## config.mk

```make
export PLATFORM = sky130hd
export DESIGN_NAME = dbf_pfd
export DESIGN_NICKNAME = d
export VERILOG_FILES = /design/src/rtl/dbf_pfd_pkg.sv /design/src/rtl/dbf_pfd_edge.sv /design/src/rtl/dbf_pfd_halver.sv /design/src/rtl/dbf_pfd_steer.sv /design/src/rtl/dbf_pfd.sv
export SDC_FILE = /design/constraint.sdc
export NUM_CORES = 1
export LEC_CHECK = 0
export BUFFER_PORTS_ARGS = -buffer_cell sky130_fd_sc_hd__buf_2
export CORE_UTILIZATION = 35
export CTS_BUF_LIST = sky130_fd_sc_hd__clkbuf_8 sky130_fd_sc_hd__clkbuf_16
export DETAILED_ROUTE_END_ITERATION = 10
export HOLD_SLACK_MARGIN = 0.03
export PLACE_DENSITY = 0.6
export SETUP_SLACK_MARGIN = 0.1
export SLEW_MARGIN = 15
export SYNTH_ARGS = -nofsm -noshare
export SYNTH_HDL_FRONTEND = slang
export SYNTH_SLANG_ARGS = --single-unit
```

## constraint.sdc

```tcl
create_clock -name clk -period 1.3 [get_ports clk]
set_input_delay 0.065 -clock clk [delete_from_list [all_inputs] [get_ports clk]]
set_output_delay 0.065 -clock clk [all_outputs]
set_load 0.005 [all_outputs]
```

## src/rtl/dbf_pfd_pkg.sv

```systemverilog
package dbf_pfd_pkg;

   // Which input produced the most recent lone rising edge
   typedef enum logic [1:0] {
      SRC_NONE = 2'd0,
      SRC_REF  = 2'd1,
      SRC_VCO  = 2'd2
   } src_e;

   localparam int unsigned MAX_SYNC_STAGES = 4;

endpackage

```

## src/rtl/dbf_pfd_edge.sv

```systemverilog
module dbf_pfd_edge #(
   parameter int unsigned SYNC_STAGES = 2
) (
   input  logic clk,
   input  logic rst_n,
   input  logic sig_in,
   output logic edge_o
);
   logic sampled;
   logic prev_q;

   generate
      if (SYNC_STAGES == 0) begin : g_direct
         assign sampled = sig_in;
      end else begin : g_sync
         logic [SYNC_STAGES-1:0] chain_q;
         always_ff @(posedge clk or negedge rst_n) begin
            if (!rst_n) begin
               chain_q <= '0;
            end else begin
               chain_q[0] <= sig_in;
               for (int i = 1; i < SYNC_STAGES; i++) begin
                  chain_q[i] <= chain_q[i-1];
               end
            end
         end
         assign sampled = chain_q[SYNC_STAGES-1];
      end
   endgenerate

   always_ff @(posedge clk or negedge rst_n) begin
      if (!rst_n) prev_q <= 1'b0;
      else        prev_q <= sampled;
   end

   assign edge_o = sampled & ~prev_q;
endmodule

```

## src/rtl/dbf_pfd_halver.sv

```systemverilog
module dbf_pfd_halver (
   input  logic clk,
   input  logic rst_n,
   input  logic edge_i,
   output logic div_o
);
   always_ff @(posedge clk or negedge rst_n) begin
      if (!rst_n)      div_o <= 1'b0;
      else if (edge_i) div_o <= ~div_o;
   end
endmodule

```

## src/rtl/dbf_pfd_steer.sv

```systemverilog
module dbf_pfd_steer
   import dbf_pfd_pkg::*;
(
   input  logic clk,
   input  logic rst_n,
   input  logic ref_edge,
   input  logic vco_edge,
   output logic force_hi,
   output logic force_lo
);
   src_e last_q;

   always_ff @(posedge clk or negedge rst_n) begin
      if (!rst_n) begin
         force_hi <= 1'b0;
         force_lo <= 1'b0;
         last_q   <= SRC_NONE;
      end else begin
         unique case ({ref_edge, vco_edge})
            2'b10: begin
               if (force_lo)              force_lo <= 1'b0;
               else if (last_q == SRC_REF) force_hi <= 1'b1;
               last_q <= SRC_REF;
            end
            2'b01: begin
               if (force_hi)              force_hi <= 1'b0;
               else if (last_q == SRC_VCO) force_lo <= 1'b1;
               last_q <= SRC_VCO;
            end
            default: begin
               // no edge, or coincident edges: order unchanged
            end
         endcase
      end
   end
endmodule

```

## src/rtl/dbf_pfd.sv

```systemverilog
module dbf_pfd
   import dbf_pfd_pkg::*;
#(
   parameter int unsigned SYNC_STAGES = 2,
   parameter int unsigned OUT_REG     = 1
) (
   input  logic clk,
   input  logic rst_n,
   input  logic ref_in,
   input  logic vco_in,
   output logic pd_out
);
   generate
      if (SYNC_STAGES > MAX_SYNC_STAGES) begin : g_bad_sync
         $error("dbf_pfd: SYNC_STAGES exceeds supported depth");
      end
      if (OUT_REG > 1) begin : g_bad_oreg
         $error("dbf_pfd: OUT_REG must be 0 or 1");
      end
   endgenerate

   logic ref_edge, vco_edge;
   logic ref_div, vco_div;
   logic force_hi, force_lo;
   logic phase_lvl;

   dbf_pfd_edge #(.SYNC_STAGES(SYNC_STAGES)) u_ref_edge (
      .clk(clk), .rst_n(rst_n), .sig_in(ref_in), .edge_o(ref_edge)
   );
   dbf_pfd_edge #(.SYNC_STAGES(SYNC_STAGES)) u_vco_edge (
      .clk(clk), .rst_n(rst_n), .sig_in(vco_in), .edge_o(vco_edge)
   );

   dbf_pfd_halver u_ref_half (
      .clk(clk), .rst_n(rst_n), .edge_i(ref_edge), .div_o(ref_div)
   );
   dbf_pfd_halver u_vco_half (
      .clk(clk), .rst_n(rst_n), .edge_i(vco_edge), .div_o(vco_div)
   );

   dbf_pfd_steer u_steer (
      .clk(clk), .rst_n(rst_n),
      .ref_edge(ref_edge), .vco_edge(vco_edge),
      .force_hi(force_hi), .force_lo(force_lo)
   );

   // Override wins over the XOR comparison
   always_comb begin
      if (force_hi)      phase_lvl = 1'b1;
      else if (force_lo) phase_lvl = 1'b0;
      else               phase_lvl = ref_div ^ vco_div;
   end

   generate
      if (OUT_REG != 0) begin : g_oreg
         always_ff @(posedge clk or negedge rst_n) begin
            if (!rst_n) pd_out <= 1'b0;
            else        pd_out <= phase_lvl;
         end
      end else begin : g_ocomb
         assign pd_out = phase_lvl;
      end
   endgenerate
endmodule

```

* Word-level counts from Yosys, hierarchy flattened
Cells that the tools add are included.
** Storage, ports and cells
- Register bits :: 13
- Input port bits :: 4
- Output and inout bits :: 1
- Logic and storage cells :: 37
** Operators by class
- Eq/ne operators :: 8
- Multiplexer cells :: 9
- Bitwise logic cells :: 7
- Reductions and logical operators :: 3
** Operators with widths (number)
- $mux 1 :: 6
- $reduce_and 3->1 :: 2
- $eq 2x1->1 const B :: 2
- $eq 2x2->1 const B :: 2
- $ne 2x1->1 const B :: 2
- $ne 2x2->1 const B :: 2
- $not 1->1 :: 4
- $pmux 1 s2 :: 2
- $pmux 2 s2 :: 1
- $and 1x1->1 :: 2
- $reduce_bool 2->1 :: 1
- $xor 1x1->1 :: 1

* Depth between registers and ports, before layout
Gate-level depths: netlist of the first run.
- Word-level depth :: 5
- Depth in mapped cells :: 6
- Mapped depth without buffers :: 6

* By module
From an unflattened synthesis of the first run, not the netlist that was laid out.
** Second synthesis, totals
- Cell total of the unflattened synthesis :: 37
- Area total of the unflattened synthesis :: 506.7 um^2
** Modules (own cells, without submodules)
- dbf_pfd_steer :: instances 1, cells each 22, area an instance 220.2 um^2, sequential area each 100.1 um^2
- dbf_pfd_edge :: instances 2, cells each 4, area an instance 88.8 um^2, sequential area each 75.1 um^2
- dbf_pfd_halver :: instances 2, cells each 2, area an instance 33.8 um^2, sequential area each 25.0 um^2
- dbf_pfd :: instances 1, cells each 3, area an instance 41.3 um^2, sequential area each 25.0 um^2

* Worst setup path before layout of the first run
No wires, ideal clock.
- Path type :: flip-flop to flip-flop
- Start :: register u_ref_edge.prev_q
- End :: register u_steer.force_lo
- Library setup time :: 0.077 ns
- Data arrival time :: 1.243 ns
- Required time :: 1.223 ns
- Slack :: -0.021 ns
- Stages on the path, launching flop included :: 6
- Path buffers :: 0
- Period minus slack after synthesis :: 1.321 ns
- Cell sequence :: dfrtp_1 > nand2b_1 > ha_1 > a21oi_1 > a31oi_1 > a21oi_1
** On the way
- Cells in the longest elaborated chain, start to end :: 5
- Elaborated cells on any way between the ends :: 9
- Classes of those cells :: eq/ne (4); mux (1); bitwise (2); reduce/logical (2)
** Ends and longest elaborated chain
- from (decl) :: line dbf_pfd_edge.sv:10 : logic prev_q;
- from (signal assigned) :: line dbf_pfd_edge.sv:33 : else prev_q <= sampled;
- $not 1->1 * :: line dbf_pfd_edge.sv:36 : assign edge_o = sampled & ~prev_q;
- $and 1x1->1 * :: line dbf_pfd_edge.sv:36
- $eq 2x1->1 or $eq 2x2->1 (tied branches) :: line dbf_pfd_steer.sv:19 : unique case ({ref_edge, vco_edge})
- $ne 2x2->1 (no source line), or another cell as far along
- $reduce_and 3->1 (no source line)
- to (signal assigned) :: line dbf_pfd_steer.sv:16 : force_lo <= 1'b0;
- to (signal assigned) :: line dbf_pfd_steer.sv:21 : if (force_lo) force_lo <= 1'b0;
- to (signal assigned) :: line dbf_pfd_steer.sv:27 : else if (last_q == SRC_VCO) force_lo <= 1'b1;
- to (decl) :: line dbf_pfd_steer.sv:9 : output logic force_lo
Every way passes the cells marked *; elsewhere a longest branch is shown, timed or not.
A chain may end at the register's enable or synchronous reset.

* Worst setup path after layout of the first run
- Start :: register u_vco_edge.prev_q
- End :: register u_steer.force_lo
** On the way
- Cells in the longest elaborated chain, start to end :: 5
- Elaborated cells on any way between the ends :: 9
- Classes of those cells :: eq/ne (4); mux (1); bitwise (2); reduce/logical (2)
** Ends and longest elaborated chain
- from (decl) :: line dbf_pfd_edge.sv:10
- from (signal assigned) :: line dbf_pfd_edge.sv:33
- $not 1->1 * :: line dbf_pfd_edge.sv:36
- $and 1x1->1 * :: line dbf_pfd_edge.sv:36
- net u_steer.vco_edge :: line dbf_pfd_steer.sv:7 : input logic vco_edge,
- $eq 2x1->1 or $eq 2x2->1 (tied branches) :: line dbf_pfd_steer.sv:19
- $ne 2x2->1 (no source line), or another cell as far along
- $reduce_and 3->1 (no source line)
The timed path passes the listed nets; every way through them passes the cells marked *.

==> impl_results.md, run 1 <==
* Vias in the first global route at ~360
* Worst EP required at around 1.5 ns
* Crit end category: flop
* Total negative slack at 0 ns
* Placer Congestion at 0.6971
* Fin crit share at roughly 93%
* Total power per unit cell area at 1504 nW/um^2
* Arr. time, crit path at ~1.4 ns
* Routed vias/inst at around 4.4
* DIE AREA at around 1500 um^2
* Slew Limit Fails at 0
* Metal1 wirelength at ~340 um
* Max-cap viol count at 0
* FF+latch count, synth at 13
* Diode count at 0
* Initial antenna violation count at 0
* Slew @ Worst Pin at around 0.28 ns
* First-pass GRT wire length at 1435 um
* CORE AREA at around 1300 um^2
* Yosys cell types at 13
* Leak at 0.3472 nW
* Status: completed
* Peak fanout along the critical path at 4
* Mapped cell area at 488.0 um^2
* Pin count of the biggest net entering global routing at 14
* Syn Nets at 43
* Die Span X at 39.34 um
* Metal3 WL at between 20 and 25 um
* Post-synthesis sequential area ratio at approximately 67%
* Total Routed Length at roughly 810 um
* RSZ-0062 raised after global routing: yes
* CTS tree: yes
* Synth warn at 0
* Worst setup path startpoint: u_vco_edge.prev_q
* Clock sinks at 13
* Fmax at ~0.83 GHz
* Crit Path Class: flop to flop
* Worst-Skew Late Latency at between 0.2 and 0.25 ns
* Total gr overflow at 0
* Worst setup SP type: flop
* FP Rows at 13
* Final #Nets at 63
* CP top delay family: flip-flops
* Worst-path clk slew at roughly 0.05 ns
* Routed WL per cell at 11.51 um
* CTS H-tree depth at 1
* Root Buffer: clkbuf_8
* Final Skew at roughly 0.0024 ns
* Starting Density at a little under two fifths
* Layout cells sized above 1 at approximately two fifths
* Worst min-delay path category: input pin to async pin
* Synthesized area per cell at around 14 um^2
* Max clock buf depth at 2
* Worst rel slew slack at between 80% and 90%
* Worst path depth at 6
* VDD IR max at 0.6971 mV
* GRT Total Usage at 15.03%
* Setup-failing EPs final at 0
* Min Tclk post-route at 1.205 ns
* Num ports at 5
* Cell count of the worst reg-to-reg path at 6
* CP max-delay cell: dfrtp_1
* Final instance area at slightly above 700 um^2
* Chip height at ~40 um
* Buf+Inv Stages, Crit Path at 1
* Via count at between 300 and 400
* CP Cell Sequence: nand2b_4, inv_4, ha_4, a21oi_4, a31oi_1, a21oi_1
* Number of port buffers at 4
* Critical Path Max Stage Delay at approximately 0.36 ns
* Drt first pass iters at 1
* Cell Area, Placed at between 500 and 600 um^2
* Drc violations at 0
* FF-to-FF Start: u_vco_edge.prev_q
* Routed length on met2 at approximately 450 um
* Placed wire-length estimate at between 400 and 500 um
* Antenna-violating nets left at 0
* Highest Signal Layer: met3
* Synthesis-to-finish area growth at 44.62%
* Cts bufs inserted at 3
* Hold Vio Cnt, Final at 0
* DR iter-0 viols at 0
* Cells after Synth at 36
-- cell usage in the layout, fill, tap and decap left out --
cell / instances
nand2b_4: 2
o21ai_1: 2
mux2i_1: 2
dfrtp_1: 13
nand2_1: 1
buf_2: 4
inv_4: 1
clkbuf_8: 3
ha_1: 2
or3b_4: 1
a21oi_4: 1
ha_4: 1
buf_4: 8
a21oi_2: 1
a21oi_1: 1
a31oi_1: 1
dlygate4sd3_1: 3
xnor2_1: 3
inv_1: 5
-- kinds of logic (layout without fill, tap and decap cells) --
family / Yosys count / in the layout / share of synthesized area, %
adders and majority gates: 3 / 3 / 7.693
muxes: 2 / 2 / 4.103
and+or+nand+nor: 4 / 4 / 5.127
buffers and inverters: 5 / 24 / 3.847
AOI/OAI and AO/OA: 6 / 6 / 7.179
xor gates and xnor gates: 3 / 3 / 5.386
DFF: 13 / 13 / 66.67
-- synth_stat cells --
cell / n / share of area (%)
dfrtp_1: 13 / 67
nand2b_1: 2 / 2.6
a21oi_1: 2 / 2.1
or3b_1: 1 / 1.8
nand2_1: 1 / 0.77
o21ai_1: 1 / 1.0
ha_1: 3 / 7.7
inv_1: 5 / 3.8
mux2i_1: 2 / 4.1
a21oi_2: 1 / 1.8
o21ai_0: 1 / 1.0
xnor2_1: 3 / 5.4
a31oi_1: 1 / 1.3
-- flip-flops by register name, summed over array words and instances (netlist names) --
| register | flops |
|---|---|
| pd_out | 1 |
| u_ref_edge.g_sync.chain_q | 2 |
| u_ref_edge.prev_q | 1 |
| u_ref_half.div_o | 1 |
| u_steer.force_hi | 1 |
| u_steer.force_lo | 1 |
| u_steer.last_q | 2 |
| u_vco_edge.g_sync.chain_q | 2 |
| u_vco_edge.prev_q | 1 |
| u_vco_half.div_o | 1 |
-- final cells by class --
class	count	area [um^2]
multi-input combinational	18	185.2
sequential	13	325.3
tap	15	18.77
clock inverter	1	3.754
timing repair buffer	15	110.1
fill	114	595.6
clock buffer	3	41.29
inverter	5	21.27
-- power breakdown --
part | internal, W | switching (W) | total, W
sequential | 0.000471 | 0.0000467 | 0.000518
clock | 0.000208 | 0.000133 | 0.000341
combinational | 0.000125 | 0.0000782 | 0.000203
total | 0.000803 | 0.000258 | 0.00106
-- path summary, 6_finish.rpt --
path	endpoint	slack, ns
max in group asynchronous	u_ref_half.div_o	0.84
min in group clk	u_ref_edge.g_sync.chain_q[1]	0.35
min reg2reg	u_ref_edge.g_sync.chain_q[1]	0.35
max	u_steer.force_lo	0.09
max reg2reg	u_steer.force_lo	0.09
min	u_steer.last_q[1]	0.24
-- metrics by stage --
step	total power, W	hold WS [ns]	std cells	worst slack [ns]	util [%]
2_1_floorplan	0.0006268	-0.2306	36	0.1069	-
3_3_place_gp	0.0006645	-0.04737	55	0.06444	42.31
3_5_place_dp	0.0006729	-0.03972	55	0.01689	42.31
4_1_cts	0.001051	0.2472	68	0.09626	52.31
5_1_grt	0.001120	0.2722	70	0.02036	54.23
6_report	0.001061	0.2391	70	0.09494	54.23
-- what timing repair did --
action,CTS,global route
resized for setup,2,3
endpoints found under the setup margin,2,4
buffers inserted,6,2
hold endpoints to repair,15,0
hold buffers,3,0
pin swaps,1,2
-- per-layer routing --
| metal | vias to the layer above | GRT usage (%) |
|---|---|---|
| met5 | - | 0 |
| met4 | 0 | 10.34 |
| met3 | 0 | 5.114 |
| met2 | 5 | 25.83 |
| met1 | 154 | 15.02 |
| li1 | 151 | - |
Note: power is estimated with default switching activity, not from simulation.
==> run 2, diff against run 1 <==
--- a/config.mk
+++ b/config.mk
@@ -11,7 +11,7 @@
 export DETAILED_ROUTE_END_ITERATION = 10
 export HOLD_SLACK_MARGIN = 0.03
 export PLACE_DENSITY = 0.6
-export SETUP_SLACK_MARGIN = 0.1
+export RECOVER_POWER = 25
 export SLEW_MARGIN = 15
 export SYNTH_ARGS = -nofsm -noshare
 export SYNTH_HDL_FRONTEND = slang
==> run 2 against run 1 <==
  * Die area stayed put
  * Non-clock buffer count down 5
  * Setup slack worse by 0.041 ns
  * Worst hold slack better by 0.11 ns
  * Count of clock-buffer cells in the layout did not move
  * Critical endpoint unchanged
  * Largest power group unchanged
==> impl_results.md, run 2 (same netlist as run 1, synthesis figures left out) <==
* Reg-to-Reg End: u_steer.force_lo
* Via count at 293
* VDD IR max at about 0.70 mV
* Max clock buf depth at 2
* Total gr overflow at 0
* Worst setup path startpoint: u_ref_edge.prev_q
* CP Cell Sequence: nand2b_4, ha_4, a21oi_4, a31oi_1, a21oi_1
* Num ports at 5
* Critical path destination: u_steer.force_lo
* Global routing's busiest layer: met2
* Worst-path clk slew at about 0.05 ns
* M1 GR Usage at roughly 16%
* CTS H-tree depth at 1
* Multi-input logic area at around 180 um^2
* Crit end category: flop
* Crit Path Class: flop to flop
* Worst setup SP type: flop
* Cell count of the worst reg-to-reg path at 5
* Vias in the first global route at ~280
* Total Routed Length at ~770 um
* Max-cap viol count at 0
* GR Util met2 at about 18%
* Setup-failing EPs final at 0
* R2R setup slack at around 0.054 ns
* Chip height at 39.34 um
* First-pass GRT wire length at between 1000 and 1500 um
* Total negative slack at 0 ns
* GRT Total Usage at a little over an eighth
* Leak at between 0.3 and 0.4 nW
* CP top delay family: flip-flops
* Cts bufs inserted at 3
* FF/Latch Area at between 300 and 400 um^2
* Met3 usage at about 5.1%
* DR iter-0 viols at 0
* CTS tree: yes
* Slew Limit Fails at 0
* Peak fanout along the critical path at 5
* Hold path depth at 0
* Most common cell after layout, fill and taps aside: dfrtp_1
* Clock sinks at 13
* Initial antenna violation count at 0
* Pin count of the biggest net entering global routing at 14
* Drt first pass iters at 1
* Final #Nets at between 50 and 60
* DIE AREA at between 1500 and 2000 um^2
* Most frequent cells in the layout: 13 x dfrtp_1, 5 x inv_1
* Die Span X at approximately 39 um
* Worst min-delay path category: flop to flop
* Worst rel slew slack at a little under three fifths
* Root Buffer: clkbuf_8
* Synthesis-to-finish area growth at 35.64%
* Number of port buffers at 4
* Arr. time, crit path at roughly 1.4 ns
* Antenna-violating nets left at 0
* Fill cells at 129
* Worst-Skew Late Latency at around 0.24 ns
* Total power per unit cell area at around 1600 nW/um^2
* Placer Congestion at between 0.8 and 0.9
* Critical Path Max Stage Delay at 0.37 ns
* Post-layout total power at between 0.001 and 0.0015 W
* FP Rows at 13
* Slew @ Worst Pin at roughly 0.66 ns
* Placed wire-length estimate at approximately 500 um
* Routed WL per cell at 11.78 um
* Fmax at 0.8023 GHz
* Largest regs: u_ref_edge.g_sync.chain_q x2, u_steer.last_q x2, u_vco_edge.g_sync.chain_q x2
* Hold Vio Cnt, Final at 0
* CORE AREA at 1301 um^2
* Status: completed
* Worst EP required at 1.46 ns
* Fin crit share at approximately 96%
* Diode count at 0
* CP max-delay cell: dfrtp_1
* Drc violations at 0
* Worst path depth at 5
* Starting Density at 37.50%
* Min Tclk post-route at approximately 1.2 ns
* RSZ-0062 raised after global routing: yes
* Routed vias/inst at 4.508
* Buf+Inv Stages, Crit Path at 0
* Layout cells sized above 1 at 30.00%
* FF-to-FF Start: u_ref_edge.prev_q
* Final Skew at about 0.0011 ns
run 2: what timing repair did:
action | in CTS | in global routing
setup buffers | 0 | 1
hold endpoints to repair | 15 | 0
setup endpoints to repair | 1 | 2
gates resized for setup | 2 | 4
hold buffers | 3 | 0
run 2: metrics by stage:
step / util (%) / setup WS [ns] / instance area (um^2) / hold slack, ns / std cells
2_1_floorplan: - / 0.05083 / 500.5 / -0.2306 / 36
3_3_place_gp: 42.60 / 0.01780 / 554.3 / -0.04611 / 57
3_5_place_dp: 42.60 / -0.04863 / 554.3 / -0.03582 / 57
4_1_cts: 48.85 / 0.004716 / 635.6 / 0.2468 / 64
5_1_grt: 50.87 / -0.02398 / 661.9 / 0.3602 / 65
6_report: 50.87 / 0.05358 / 661.9 / 0.3536 / 65
run 2: how the worst min path moves through the flow:
stage                                       startpoint                            to  slack (ns)
after CTS                                        rst_n                        pd_out        0.25
after floorplan                                  rst_n                        pd_out       -0.23
after global routing      u_ref_edge.g_sync.chain_q[0]  u_ref_edge.g_sync.chain_q[1]        0.36
after global placement                           rst_n                        pd_out       -0.05
after detailed placement                         rst_n                        pd_out       -0.04
final                     u_vco_edge.g_sync.chain_q[0]  u_vco_edge.g_sync.chain_q[1]        0.35
run 2: report_power, final:
group	switching (W)	internal [W]
registers	0.0000490	0.000471
logic	0.0000695	0.0000988
clock network	0.000136	0.000208
total	0.000255	0.000778
run 2: layout make-up:
type	count	area share [%]
flip-flops and latches	13	49.15
multi-input cells	18	27.60
repair buffers	10	10.78
clock buffers	3	6.238
inverters	5	2.836
well taps	15	2.836
clock inverters	1	0.5671
run 2: per-layer routing:
metal / vias up / routed length (um)
li1: 144 / -
met1: 140 / 325
met2: 7 / 397
met3: 2 / 25
met4: 0 / 17
met5: - / 0
==> run 3, diff against run 2 <==
--- a/config.mk
+++ b/config.mk
@@ -10,9 +10,10 @@
 export CTS_BUF_LIST = sky130_fd_sc_hd__clkbuf_8 sky130_fd_sc_hd__clkbuf_16
 export DETAILED_ROUTE_END_ITERATION = 10
 export HOLD_SLACK_MARGIN = 0.03
-export PLACE_DENSITY = 0.6
+export PLACE_DENSITY_LB_ADDON = 0.25
 export RECOVER_POWER = 25
 export SLEW_MARGIN = 15
 export SYNTH_ARGS = -nofsm -noshare
 export SYNTH_HDL_FRONTEND = slang
+export SYNTH_HIERARCHICAL = 1
 export SYNTH_SLANG_ARGS = --single-unit
==> run 3 against run 2 <==
  * Setup slack got worse by 0.053 ns
  * Total power increased by 3.7%
  * Worst hold slack got worse by 0.0036 ns
  * Critical path type unchanged
  * Highest routed layer is now met3
==> impl_results.md, run 3 <==
* Worst-path clk slew at about 0.06 ns
* Post-synth EDFFs at 0
* CTS tree: yes
* Synthesized area per cell at 13.70 um^2
* Worst-Skew Late Latency at around 0.24 ns
* Post-synthesis sequential area ratio at 64.20%
* Mapped cell area at roughly 510 um^2
* Drt first pass iters at 3
* Placed wire-length estimate at roughly 500 um
* Critical path destination: u_steer/force_hi
* Min Tclk post-route at 1.300 ns
* CORE AREA at 1318 um^2
* Chip height at about 40 um
* Routed WL per cell at 11.92 um
* Largest regs: u_ref_edge/g_sync.chain_q x2, u_steer/last_q x2, u_vco_edge/g_sync.chain_q x2
* Layout cells sized above 1 at a little over two fifths
* Total Routed Length at around 860 um
* Worst setup SP type: flop
* Crit end category: flop
* Die Span X at roughly 40 um
* Synthesis-to-finish area growth at 44.20%
* Via count at around 320
* Setup-failing EPs final at 0
* Synth warn at 6
* Synth async-reset ratio at between 90% and 100%
* Max-cap viol count at 0
* CTS H-tree depth at 1
* Top-count cell post-synth: dfrtp_1
* Worst rel slew slack at 55.23%
* Most frequent cells in the layout: 13 x dfrtp_1, 8 x buf_4
* Max clock buf depth at 2
* Fill cells at about 100
* Worst setup path startpoint: u_vco_edge/prev_q
* GRT Total Usage at 13.36%
* Area leader, netlist: dfrtp_1
* Worst min-delay path category: flop to flop
* Total gr overflow at 0
* CP max-delay cell: dfrtp_1
* Slew @ Worst Pin at 0.6715 ns
* Most frequent cells after synthesis: 13 x dfrtp_1, 5 x inv_1, 3 x ha_1, 3 x nand2_1
* RSZ-0062 raised after global routing: yes
* Reg-to-Reg End: u_steer/force_hi
* Final Skew at 0.003338 ns
* Total negative slack at 0 ns
* Post-layout total power at about 0.0011 W
* Most common cell after layout, fill and taps aside: dfrtp_1
* Peak fanout along the critical path at 3
* Cells after Synth at 37
* Post-Place Cells at 58
* Number of port buffers at 4
* CP Cell Sequence: nor2b_4, inv_2, ha_4, buf_4, o32ai_2, mux2i_1
* Num ports at 5
* First-pass GRT wire length at about 1300 um
* Syn Nets at 44
* Placer Congestion at about 0.83
* Leak at approximately 0.34 nW
* Slew Limit Fails at 0
* Diode count at 0
* FF-to-FF Start: u_vco_edge/prev_q
* Largest cells by area after synthesis: dfrtp_1 64%, ha_1 7.4%, nor2b_4 5.4%
* Cts bufs inserted at 3
* Main flop type after synthesis: dfrtp_1
* VDD IR max at 0.6215 mV
* Final #Nets at 65
* Yosys cell types at 13
* Status: completed
* Final instance area at between 700 and 800 um^2
* Critical Path Max Stage Delay at approximately 0.40 ns
* FF+latch count, synth at 13
* Routed vias/inst at 4.486
* Vias in the first global route at around 300
* Synth top area share at 64.20%
* Initial antenna violation count at 0
* Worst EP required at around 1.5 ns
* R2R setup slack at ~0.00038 ns
* Root Buffer: clkbuf_8
* Hold Vio Cnt, Final at 0
* Arr. time, crit path at 1.46 ns
* Total power per unit cell area at about 1500 nW/um^2
* Clock sinks at 13
* DIE AREA at approximately 1600 um^2
* Crit Path Class: flop to flop
* Cell Area, Placed at approximately 560 um^2
* Antenna-violating nets left at 0
* FP Rows at 13
* Pin count of the biggest net entering global routing at 14
* Non-filler cells, final at 72
* Drc violations at 0
* Fin crit share at between 90% and 100%
* Fmax at around 0.77 GHz
* DR iter-0 viols at 7
* Cell count of the worst reg-to-reg path at 6
* Starting Density at about two fifths
## run 3: timing repair
item                       4_1_cts  5_1_grt
pin swaps                        1        3
hold buffers                     3        0
buffers inserted                 4        3
setup endpoints to repair        2        3
resized for setup                3        5
hold endpoints to repair        15        0
## run 3: routing by layer
metal	vias up	global-route usage, %	share of wire, %
li1	158	-	-
met1	157	14.39	45
met2	8	19.35	50
met3	0	8.333	4.9
met4	0	8.621	0
met5	-	0	0
## run 3: cell families (layout without fill, tap and decap cells)
logic type	Yosys count	after routing	share of synthesized area, %
xor+xnor	3	3	5.186
buf+inv	5	25	3.704
compound gates	7	7	9.879
simple gates	5	5	7.655
mux	1	1	1.975
fa+ha+maj	3	3	7.408
flops	13	13	64.20
## run 3: how the worst min path moves through the flow
stage,from,end,slack (ns),cells past startpoint
2_1_floorplan,rst_n,pd_out,-0.23,0
3_3_place_gp,rst_n,pd_out,-0.05,1
6_report,u_ref_edge/g_sync.chain_q[0],u_ref_edge/g_sync.chain_q[1],0.35,0
4_1_cts,rst_n,u_steer/last_q[0],0.24,2
5_1_grt,u_vco_edge/g_sync.chain_q[0],u_vco_edge/g_sync.chain_q[1],0.36,0
3_5_place_dp,rst_n,pd_out,-0.04,1
## run 3: cell type report
class	instances	area [um^2]	area share, %
Sequential cell	13	325.3	44.52
Multi-Input combinational cell	19	201.4	27.57
Clock buffer	3	41.29	5.651
Timing Repair Buffer	16	120.1	16.44
Clock inverter	1	5.005	0.6849
Tap cell	15	18.77	2.568
Inverter	5	18.77	2.568
## run 3: metrics by stage
step           hold WS [ns]  setup slack, ns  util [%]
2_1_floorplan       -0.2306          0.01512         -
3_3_place_gp       -0.04793         -0.04049     42.83
3_5_place_dp       -0.03767         -0.07210     42.83
4_1_cts              0.2357         -0.06161     52.23
5_1_grt              0.3558         -0.07542     55.46
6_report             0.3499        0.0003807     55.46
## run 3: power breakdown
group,leakage [nW],internal [W],switching (W)
Sequential,0.151,0.000476,0.0000582
Combinational,0.167,0.000105,0.0000754
Clock,0.0255,0.000212,0.000144
Total,0.343,0.000793,0.000278
## run 3: critical path, delay by kind of cell, from the launching register on
family                     cells  cell delay [ns]
DFF                            1             0.40
and+or+nand+nor                1             0.15
buffers and inverters          2             0.19
muxes                          1             0.22
adders and majority gates      1             0.16
AOI/OAI and AO/OA              1             0.11
